### src/rtl/pg_pkg.sv
package pg_pkg;
  parameter int NUM_BANKS = 8;
  parameter int CNT_W = 6;

  typedef enum logic [2:0] {
    CMD_RD   = 3'd0,
    CMD_WR   = 3'd1,
    CMD_RDA  = 3'd2,
    CMD_WRA  = 3'd3,
    CMD_PRE  = 3'd4,
    CMD_PREA = 3'd5
  } cmd_e;

  typedef struct packed {
    logic [NUM_BANKS-1:0] gapHit;
    logic [CNT_W-1:0]     gapLoad;
    logic [NUM_BANKS-1:0] rpHit;
    logic [CNT_W-1:0]     rpLoad;
  } strobes_t;
endpackage

### src/rtl/pg_ctrl.sv
module pg_ctrl
  import pg_pkg::*;
#(
  parameter int AL_W  = 4,
  parameter int WL_W  = 4,
  parameter int RTP_W = 4,
  parameter int WR_W  = 5,
  parameter int RP_W  = 5,
  localparam int BANK_W = $clog2(NUM_BANKS)
) (
  input  logic              cmdValid,
  input  logic [2:0]        cmdKind,
  input  logic [BANK_W-1:0] cmdBank,
  input  logic [AL_W-1:0]   cfgAl,
  input  logic [WL_W-1:0]   cfgWl,
  input  logic              cfgBl8,
  input  logic [RTP_W-1:0]  cfgRtp,
  input  logic [WR_W-1:0]   cfgWr,
  input  logic [RP_W-1:0]   cfgRp,
  output strobes_t          strobes
);
  localparam int SUM_W = CNT_W + 2;

  logic [SUM_W-1:0] halfBurst;
  logic [SUM_W-1:0] rtpEff;
  logic [SUM_W-1:0] readLoad;
  logic [SUM_W-1:0] writeLoad;
  logic [NUM_BANKS-1:0] bankSel;

  always_comb begin
    halfBurst = cfgBl8 ? SUM_W'(4) : SUM_W'(2);
    rtpEff    = (cfgRtp > RTP_W'(2)) ? SUM_W'(cfgRtp) : SUM_W'(2);
    // counter holds gap-1: it reads zero in the cycle before the allowed edge
    readLoad  = SUM_W'(cfgAl) + halfBurst + rtpEff - SUM_W'(3);
    writeLoad = SUM_W'(cfgWl) + halfBurst + SUM_W'(cfgWr) - SUM_W'(1);
    bankSel   = NUM_BANKS'(1) << cmdBank;
  end

  always_comb begin
    strobes.gapHit  = '0;
    strobes.gapLoad = '0;
    strobes.rpHit   = '0;
    strobes.rpLoad  = (cfgRp == '0) ? '0 : CNT_W'(cfgRp - RP_W'(1));
    if (cmdValid) begin
      unique case (cmdKind)
        CMD_RD, CMD_RDA: begin
          strobes.gapHit  = bankSel;
          strobes.gapLoad = CNT_W'(readLoad);
        end
        CMD_WR, CMD_WRA: begin
          strobes.gapHit  = bankSel;
          strobes.gapLoad = CNT_W'(writeLoad);
        end
        CMD_PRE:  strobes.rpHit = bankSel;
        CMD_PREA: strobes.rpHit = '1;
        default: ;
      endcase
    end
  end
endmodule

### src/rtl/pg_timers.sv
module pg_timers
  import pg_pkg::*;
(
  input  logic                 clk,
  input  logic                 rst,
  input  strobes_t             strobes,
  output logic [NUM_BANKS-1:0] preOk,
  output logic                 preAllOk,
  output logic [NUM_BANKS-1:0] bankReady
);
  for (genvar b = 0; b < NUM_BANKS; b++) begin : g_bank
    logic [CNT_W-1:0] gapCnt, gapDec, gapNext;
    logic [CNT_W-1:0] rpCnt, rpNext;

    always_comb begin
      gapDec  = (gapCnt == '0) ? '0 : gapCnt - CNT_W'(1);
      gapNext = gapDec;
      if (strobes.gapHit[b] && strobes.gapLoad > gapDec) gapNext = strobes.gapLoad;
      rpNext = (rpCnt == '0) ? '0 : rpCnt - CNT_W'(1);
      if (strobes.rpHit[b]) rpNext = strobes.rpLoad;
    end

    always_ff @(posedge clk) begin
      if (rst) begin
        gapCnt <= '0;
        rpCnt  <= '0;
      end else begin
        gapCnt <= gapNext;
        rpCnt  <= rpNext;
      end
    end

    assign preOk[b]     = (gapCnt == '0);
    assign bankReady[b] = (rpCnt == '0);
  end

  assign preAllOk = &preOk;
endmodule

### src/rtl/ddr2_pre_guard.sv
module ddr2_pre_guard
  import pg_pkg::*;
#(
  parameter int AL_W  = 4,
  parameter int WL_W  = 4,
  parameter int RTP_W = 4,
  parameter int WR_W  = 5,
  parameter int RP_W  = 5,
  localparam int BANK_W = $clog2(NUM_BANKS)
) (
  input  logic                 clk,
  input  logic                 rst,
  input  logic                 cmdValid,
  input  logic [2:0]           cmdKind,
  input  logic [BANK_W-1:0]    cmdBank,
  input  logic [AL_W-1:0]      cfgAl,
  input  logic [WL_W-1:0]      cfgWl,
  input  logic                 cfgBl8,
  input  logic [RTP_W-1:0]     cfgRtp,
  input  logic [WR_W-1:0]      cfgWr,
  input  logic [RP_W-1:0]      cfgRp,
  output logic [NUM_BANKS-1:0] preOk,
  output logic                 preAllOk,
  output logic [NUM_BANKS-1:0] bankReady
);
  strobes_t strobes;

  pg_ctrl #(
    .AL_W(AL_W), .WL_W(WL_W), .RTP_W(RTP_W), .WR_W(WR_W), .RP_W(RP_W)
  ) u_ctrl (
    .cmdValid(cmdValid), .cmdKind(cmdKind), .cmdBank(cmdBank),
    .cfgAl(cfgAl), .cfgWl(cfgWl), .cfgBl8(cfgBl8), .cfgRtp(cfgRtp),
    .cfgWr(cfgWr), .cfgRp(cfgRp), .strobes(strobes)
  );

  pg_timers u_timers (
    .clk(clk), .rst(rst), .strobes(strobes),
    .preOk(preOk), .preAllOk(preAllOk), .bankReady(bankReady)
  );
endmodule

### config.mk
export PLATFORM = sky130hd
export DESIGN_NAME = ddr2_pre_guard
export DESIGN_NICKNAME = d
export VERILOG_FILES = /design/src/rtl/pg_pkg.sv /design/src/rtl/pg_ctrl.sv /design/src/rtl/pg_timers.sv /design/src/rtl/ddr2_pre_guard.sv
export SDC_FILE = /design/constraint.sdc
export NUM_CORES = 1
export LEC_CHECK = 0
export CORE_MARGIN = 4
export CORE_UTILIZATION = 65
export DETAILED_ROUTE_END_ITERATION = 10
export PLACE_DENSITY_LB_ADDON = 0.15
export SYNTH_ARGS = -nofsm -noshare
export SYNTH_HDL_FRONTEND = slang
export SYNTH_SLANG_ARGS = --single-unit
### constraint.sdc
create_clock -name clk -period 14.6 [get_ports clk]
set_input_delay 2.92 -clock clk [delete_from_list [all_inputs] [get_ports clk]]
set_output_delay 2.92 -clock clk [all_outputs]
set_load 0.03 [all_outputs]
# Word-level counts from Yosys, hierarchy flattened
# Cells that the tools add are included.
# classes
addsub	23
mul	0
div_mod_pow	0
order_cmp	9
n_eq_ne	5
shifts	1
n_mux	38
bitwise_logic	0
reduce_logical	29
# op_table
operator	n
two-way mux 6 bit	33
subtractor 6 x 1 -> 6 bit (second input constant)	17
zero test 6 bit	16
> comparator 6 bit	8
one-hot mux 14 bit (2 select lines)	1
two-way mux 22 bit	1
one-hot mux 8 bit (2 select lines)	1
adder 4 x 6 -> 6 bit	2
logical AND 1 bit	8
AND reduction 8 bit	1
left shift 1 x 3 -> 8 bit (first input constant)	1
adder 6 x 5 -> 6 bit	1
adder 6 bit	1
equality test 3 x 2 -> 1 bit (second input constant)	2
equality test 3 bit (second input constant)	2
subtractor 5 x 1 -> 6 bit (second input constant)	1
subtractor 6 x 2 -> 6 bit (second input constant)	1
zero test 5 bit	1
> comparator 4 x 2 -> 1 bit (second input constant)	1
two-way mux 4 bit	1
OR reduction 2 bit	2
equality test 3 x 1 -> 1 bit (second input constant)	1
zero test 3 bit	1
two-way mux 3 bit	1
# totals
register_bits	96
latch_bits	0
ram_bits	0
romBits	0
in_bits	32
out_inout_bits	17
elab_cells	121
mem_count	0

# Longest topological paths before layout
# depth
depth_word	9
depth_mapped	18
ltp_nobuf	17

# Cells and area by module
# A second synthesis with hierarchy kept.
# unflattened
hier_cells	917
hier_area_um2	7553.5
# modules_own_cells
mod	instances	cells_per_inst	area_per_inst_um2
pg_timers	1	780	6643.9
pg_ctrl	1	137	909.6

# Least setup slack after synthesis
# Ideal clock, no wire load.
# synth_path
path_type	input to register
start	input port cfgRtp[2]
end	register u_timers.g_bank[5].gapCnt[3]
setup_ns	0.120
arrival_time_ns	6.685
t_required_ns	14.480
slack_ns	7.795
cell_stages	17
cell_sequence	inv_1 a21oi_1 fa_1 fa_1 inv_1 ha_1 inv_1 fa_1 o21ai_0 nand2_1 inv_1 ha_1 a21o_1 maj3_1 a21oi_1 a211oi_1 o31a_1
# synth_via
elab_chain_cells	9
# synth_lines
element	line_no	source
from (decl)	ddr2_pre_guard.sv:19	input logic [RTP_W-1:0] cfgRtp,
> comparator 4 x 2 -> 1 bit	pg_ctrl.sv:32	rtpEff = (cfgRtp > RTP_W'(2)) ? SUM_W'(cfgRtp) : SUM_W'(2);
two-way mux 4 bit (*)	pg_ctrl.sv:32	
adder 6 bit (*)	pg_ctrl.sv:34	readLoad = SUM_W'(cfgAl) + halfBurst + rtpEff - SUM_W'(3);
subtractor 6 x 2 -> 6 bit (*)	pg_ctrl.sv:34	
one-hot mux 14 bit (2 select lines) (*)	pg_ctrl.sv:45	unique case (cmdKind)
two-way mux 22 bit (*)	pg_ctrl.sv:44	if (cmdValid) begin
> comparator 6 bit	pg_timers.sv:18	if (strobes.gapHit[b] && strobes.gapLoad > gapDec) gapNext = strobes.gapLoad;
logical AND 1 bit	pg_timers.sv:18	
two-way mux 6 bit (*)	pg_timers.sv:18	
to (signal assigned)	pg_timers.sv:28	gapCnt <= gapNext;
to (decl)	pg_timers.sv:12	logic [CNT_W-1:0] gapCnt, gapDec, gapNext;
# Every way passes the cells marked *; elsewhere a longest branch is shown, timed or not.
# A chain may end at the register's enable or synchronous reset.

# Final worst setup path
# layout_path
start	input port cfgRtp[2]
end	register u_timers.g_bank[4].gapCnt[5]
# layout_via
elab_chain_cells	9
# layout_lines
element	line_no
> comparator 4 x 2 -> 1 bit	pg_ctrl.sv:32
two-way mux 4 bit (*)	pg_ctrl.sv:32
adder 6 bit (*)	pg_ctrl.sv:34
subtractor 6 x 2 -> 6 bit (*)	pg_ctrl.sv:34
one-hot mux 14 bit (2 select lines) (*)	pg_ctrl.sv:45
two-way mux 22 bit (*)	pg_ctrl.sv:44
> comparator 6 bit	pg_timers.sv:18
logical AND 1 bit	pg_timers.sv:18
two-way mux 6 bit (*)	pg_timers.sv:18
to (signal assigned)	pg_timers.sv:28
to (decl)	pg_timers.sv:12
# Marked as above.

==> impl_results.rst <==
.. list-table::
   :header-rows: 1

   * - Metric
     - Value
   * - Cell type contributing the most total cell area after synthesis
     - sky130_fd_sc_hd__dfxtp_1
   * - Routed via count
     - 7,170
   * - H-Tree Level Count
     - 3
   * - Post-synth ARST share
     - 0
   * - Worst min-delay path category
     - reg2reg
   * - Gate Count Post-Synth
     - 1,030
   * - Number of synthesized flops with an enable pin
     - 0
   * - Slowest cell on crit path
     - sky130_fd_sc_hd__a21oi_1
   * - CTS tree
     - built
   * - Pin count of the biggest net entering global routing
     - 94
   * - Synth Flop Type
     - sky130_fd_sc_hd__dfxtp_1
   * - Crit. End Element
     - register
   * - Clock net sink count
     - 96
   * - Total die area
     - 14,000 sq um
   * - Leading cell types by total area after synthesis
     - sky130_fd_sc_hd__dfxtp_1 (24%), sky130_fd_sc_hd__ha_1 (13%), sky130_fd_sc_hd__nor2_1 (6.4%), sky130_fd_sc_hd__a21oi_1 (5.4%), sky130_fd_sc_hd__inv_1 (5.1%)
   * - Filler Cell Count
     - 942
   * - Global-route wire length before repair
     - 30,800 um
   * - Maximum clock insertion buffer count
     - 2
   * - TritonCTS buffer count
     - 9
   * - Peak per-stage delay on the critical path
     - 0.61 ns
   * - Post-CTS Setup Repair Bufs
     - 0
   * - Resized cells post-CTS
     - 0
   * - Die Span Y
     - 118 um
   * - Synthesized Nets
     - 1,150
   * - Yosys cell types
     - 54
   * - Synth-to-layout area growth
     - 10.3%
   * - Total global routing overflow
     - 0
   * - Critical-path maximum fanout
     - 11
   * - Register area share after synthesis
     - 0.243
   * - Routed via count divided by cell count
     - 5.94
   * - Shortest period the worst path allows
     - 7.56 ns
   * - Setup slack at placement
     - 6.64 ns
   * - Leakage power
     - 3.92 nW
   * - Placement Rows
     - 39
   * - Setup violators final
     - 0
   * - Max-slew headroom
     - 0.264
   * - Final nets
     - 1,180
   * - Commonest non-fill, non-tap cells in the layout
     - sky130_fd_sc_hd__nor2_1 (135), sky130_fd_sc_hd__inv_1 (108), sky130_fd_sc_hd__dfxtp_1 (96), sky130_fd_sc_hd__a21oi_1 (86), sky130_fd_sc_hd__ha_1 (82)
   * - Clock transition at the register clock pins on the worst setup and hold paths after CTS
     - 0.07 ns
   * - First drt pass iteration count
     - 5
   * - Power after layout
     - 2.24 mW
   * - FF+latch count, synth
     - 96
   * - Synthesized area per cell
     - 7.67 sq um
   * - Arrival time at the worst endpoint
     - 7.83 ns
   * - Detailed-route DRC error count
     - 0
   * - Yosys Warn Count
     - 0
   * - Clock insertion delay at the later pin of the skew report
     - 0.36 ns
   * - Largest vdd supply drop
     - 0.177 mV
   * - Cell breakdown of the critical path
     - clkdlybuf4s50_1 > inv_1 > a21oi_1 > fa_1 > fa_1 > inv_1 > ha_1 > inv_1 > fa_1 > o21ai_0 > nand2_1 > inv_1 > ha_1 > a21o_1 > maj3_1 > a21oi_1 > a211oi_1 > a211oi_1
   * - Ant diodes
     - 0
   * - Number of max-capacitance violations reported
     - 0
   * - Crit start category
     - input pin
   * - Worst Hold Path Cells
     - 2
   * - Placeable Area
     - 11,700 sq um
   * - Final hold violation count
     - 0
   * - Slew at the pin closest to its max-slew limit
     - 1.09 ns
   * - HPWL after DPL
     - 13,200 um
   * - Port Buf Inserts
     - 48
   * - Summed negative setup slack over all endpoints
     - 0 ns
   * - Most common cell on crit path
     - sky130_fd_sc_hd__inv_1
   * - I/O Pins
     - 49
   * - Number of antenna-violating nets in the routed design
     - 0
   * - Average routed wire per standard cell
     - 14.9 um
   * - Drt initial violations
     - 466
   * - Critical path data required time
     - 14.87 ns
   * - Wire length after detailed routing
     - 18,000 um
   * - Depth of the most critical reg-to-reg path
     - 11
   * - RD Place Congestion
     - 0.880
   * - Achievable Freq
     - 0.132 GHz
   * - Type of the setup path with the least slack
     - in2reg
   * - Clock tree root buffer cell
     - sky130_fd_sc_hd__clkbuf_16
   * - Result of the run
     - completed
   * - Fraction of layout instances using a drive strength above 1
     - 0.0357
   * - Hold buffers post-CTS
     - 0
   * - Leading cell type in the layout, fill and taps excluded
     - sky130_fd_sc_hd__nor2_1
   * - Die width
     - 118 um
   * - Total track usage
     - 0.260
   * - Post-Route Skew
     - 0.00511 ns
   * - Antenna violations before repair
     - 0
   * - Crit share post-route
     - 0.518
   * - RSZ-0062 raised after global routing
     - false
   * - Cell area power density
     - 257 nW/um^2
   * - Number of slew-limit violations in the final report
     - 0
   * - Post-synthesis cell area
     - 7900 sq um
   * - Starting utilization of the core area
     - 0.677
   * - Worst Slack Setup Final
     - 7.04 ns
   * - Number of global-route vias before repair
     - 6,690
   * - Synth top area share
     - 0.243
[cell usage after synthesis, drive strengths merged (16+ instances only)]
master and count:
ha 82, nor3 54, a211o 22, mux2i 20, a211oi 36, xor2 32
inv 108, a21oi 86, nand2 65, nand3 38, xnor2 20, clkbuf 23
nor2 135, a31oi 30, nand2b 16, dfxtp 96, a21o 29
[kinds of logic after synthesis]
| family | Yosys count | synth area share |
|---|---|---|
| multiplexers | 24 | 0.0311 |
| buffers and inverters | 142 | 0.0737 |
| flip-flops | 96 | 0.243 |
| AND/OR/NAND/NOR | 372 | 0.222 |
| XOR/XNOR | 52 | 0.0657 |
| AO/OA/AOI/OAI | 248 | 0.209 |
| adder cells (fa/ha/maj) | 96 | 0.155 |
[final timing paths]
path                                start                      endpoint  slack [ns]
max                             cfgRtp[2]  u_timers.g_bank[4].gapCnt[5]        7.04
min           u_timers.g_bank[1].rpCnt[4]   u_timers.g_bank[1].rpCnt[4]        0.51
max reg2reg  u_timers.g_bank[7].gapCnt[0]  u_timers.g_bank[7].gapCnt[5]       10.79
min reg2reg   u_timers.g_bank[1].rpCnt[4]   u_timers.g_bank[1].rpCnt[4]        0.51
[worst max-delay path: cells and delay by family]
family	cells	cell delay [ns]
simple gates	1	0.28
compound gates	6	1.47
fa+ha+maj	6	2.11
buf+inv	5	1.03
[per-layer routing]
metal / GRT usage / up-vias / share of wire
met3: 0.0344 / 35 / 0.052
met2: 0.444 / 207 / 0.47
met1: 0.337 / 3249 / 0.45
li1: - / 3679 / -
met4: 0.0982 / 0 / 0.023
met5: 0 / - / 0
[power by group]
group          internal, mW  total [mW]  leakage (nW)  switching [mW]
clock                 0.135       0.247         0.141           0.112
combinational         0.641        1.52          2.99           0.878
sequential            0.381       0.473         0.795          0.0921
[metrics by stage]
| stage | cell area (sq um) | utilization | instances | hold slack [ns] |
|---|---|---|---|---|
| 2_1_floorplan | 7900 | - | 1030 | 0.471 |
| 3_3_place_gp | 8410 | 0.721 | 1192 | 0.495 |
| 3_5_place_dp | 8410 | 0.721 | 1192 | 0.495 |
| 4_1_cts | 8710 | 0.747 | 1208 | 0.510 |
| 5_1_grt | 8710 | 0.747 | 1208 | 0.546 |
| 6_report | 8710 | 0.747 | 1208 | 0.506 |
[state kept, by name, summed over array words and instances, names as in the netlist]
register / flops
u_timers.g_bank.gapCnt: 48
u_timers.g_bank.rpCnt: 48
[layout make-up]
class / instances / area (sq um) / area share
Sequential cell: 96 / 1920 / 0.221
Tap cell: 143 / 179 / 0.0205
Inverter: 108 / 405 / 0.0465
Clock inverter: 5 / 63.8 / 0.00733
Clock buffer: 11 / 233 / 0.0267
Timing Repair Buffer: 53 / 513 / 0.0589
Multi-Input combinational cell: 792 / 5390 / 0.619
Power figures use the tool's default switching activity.
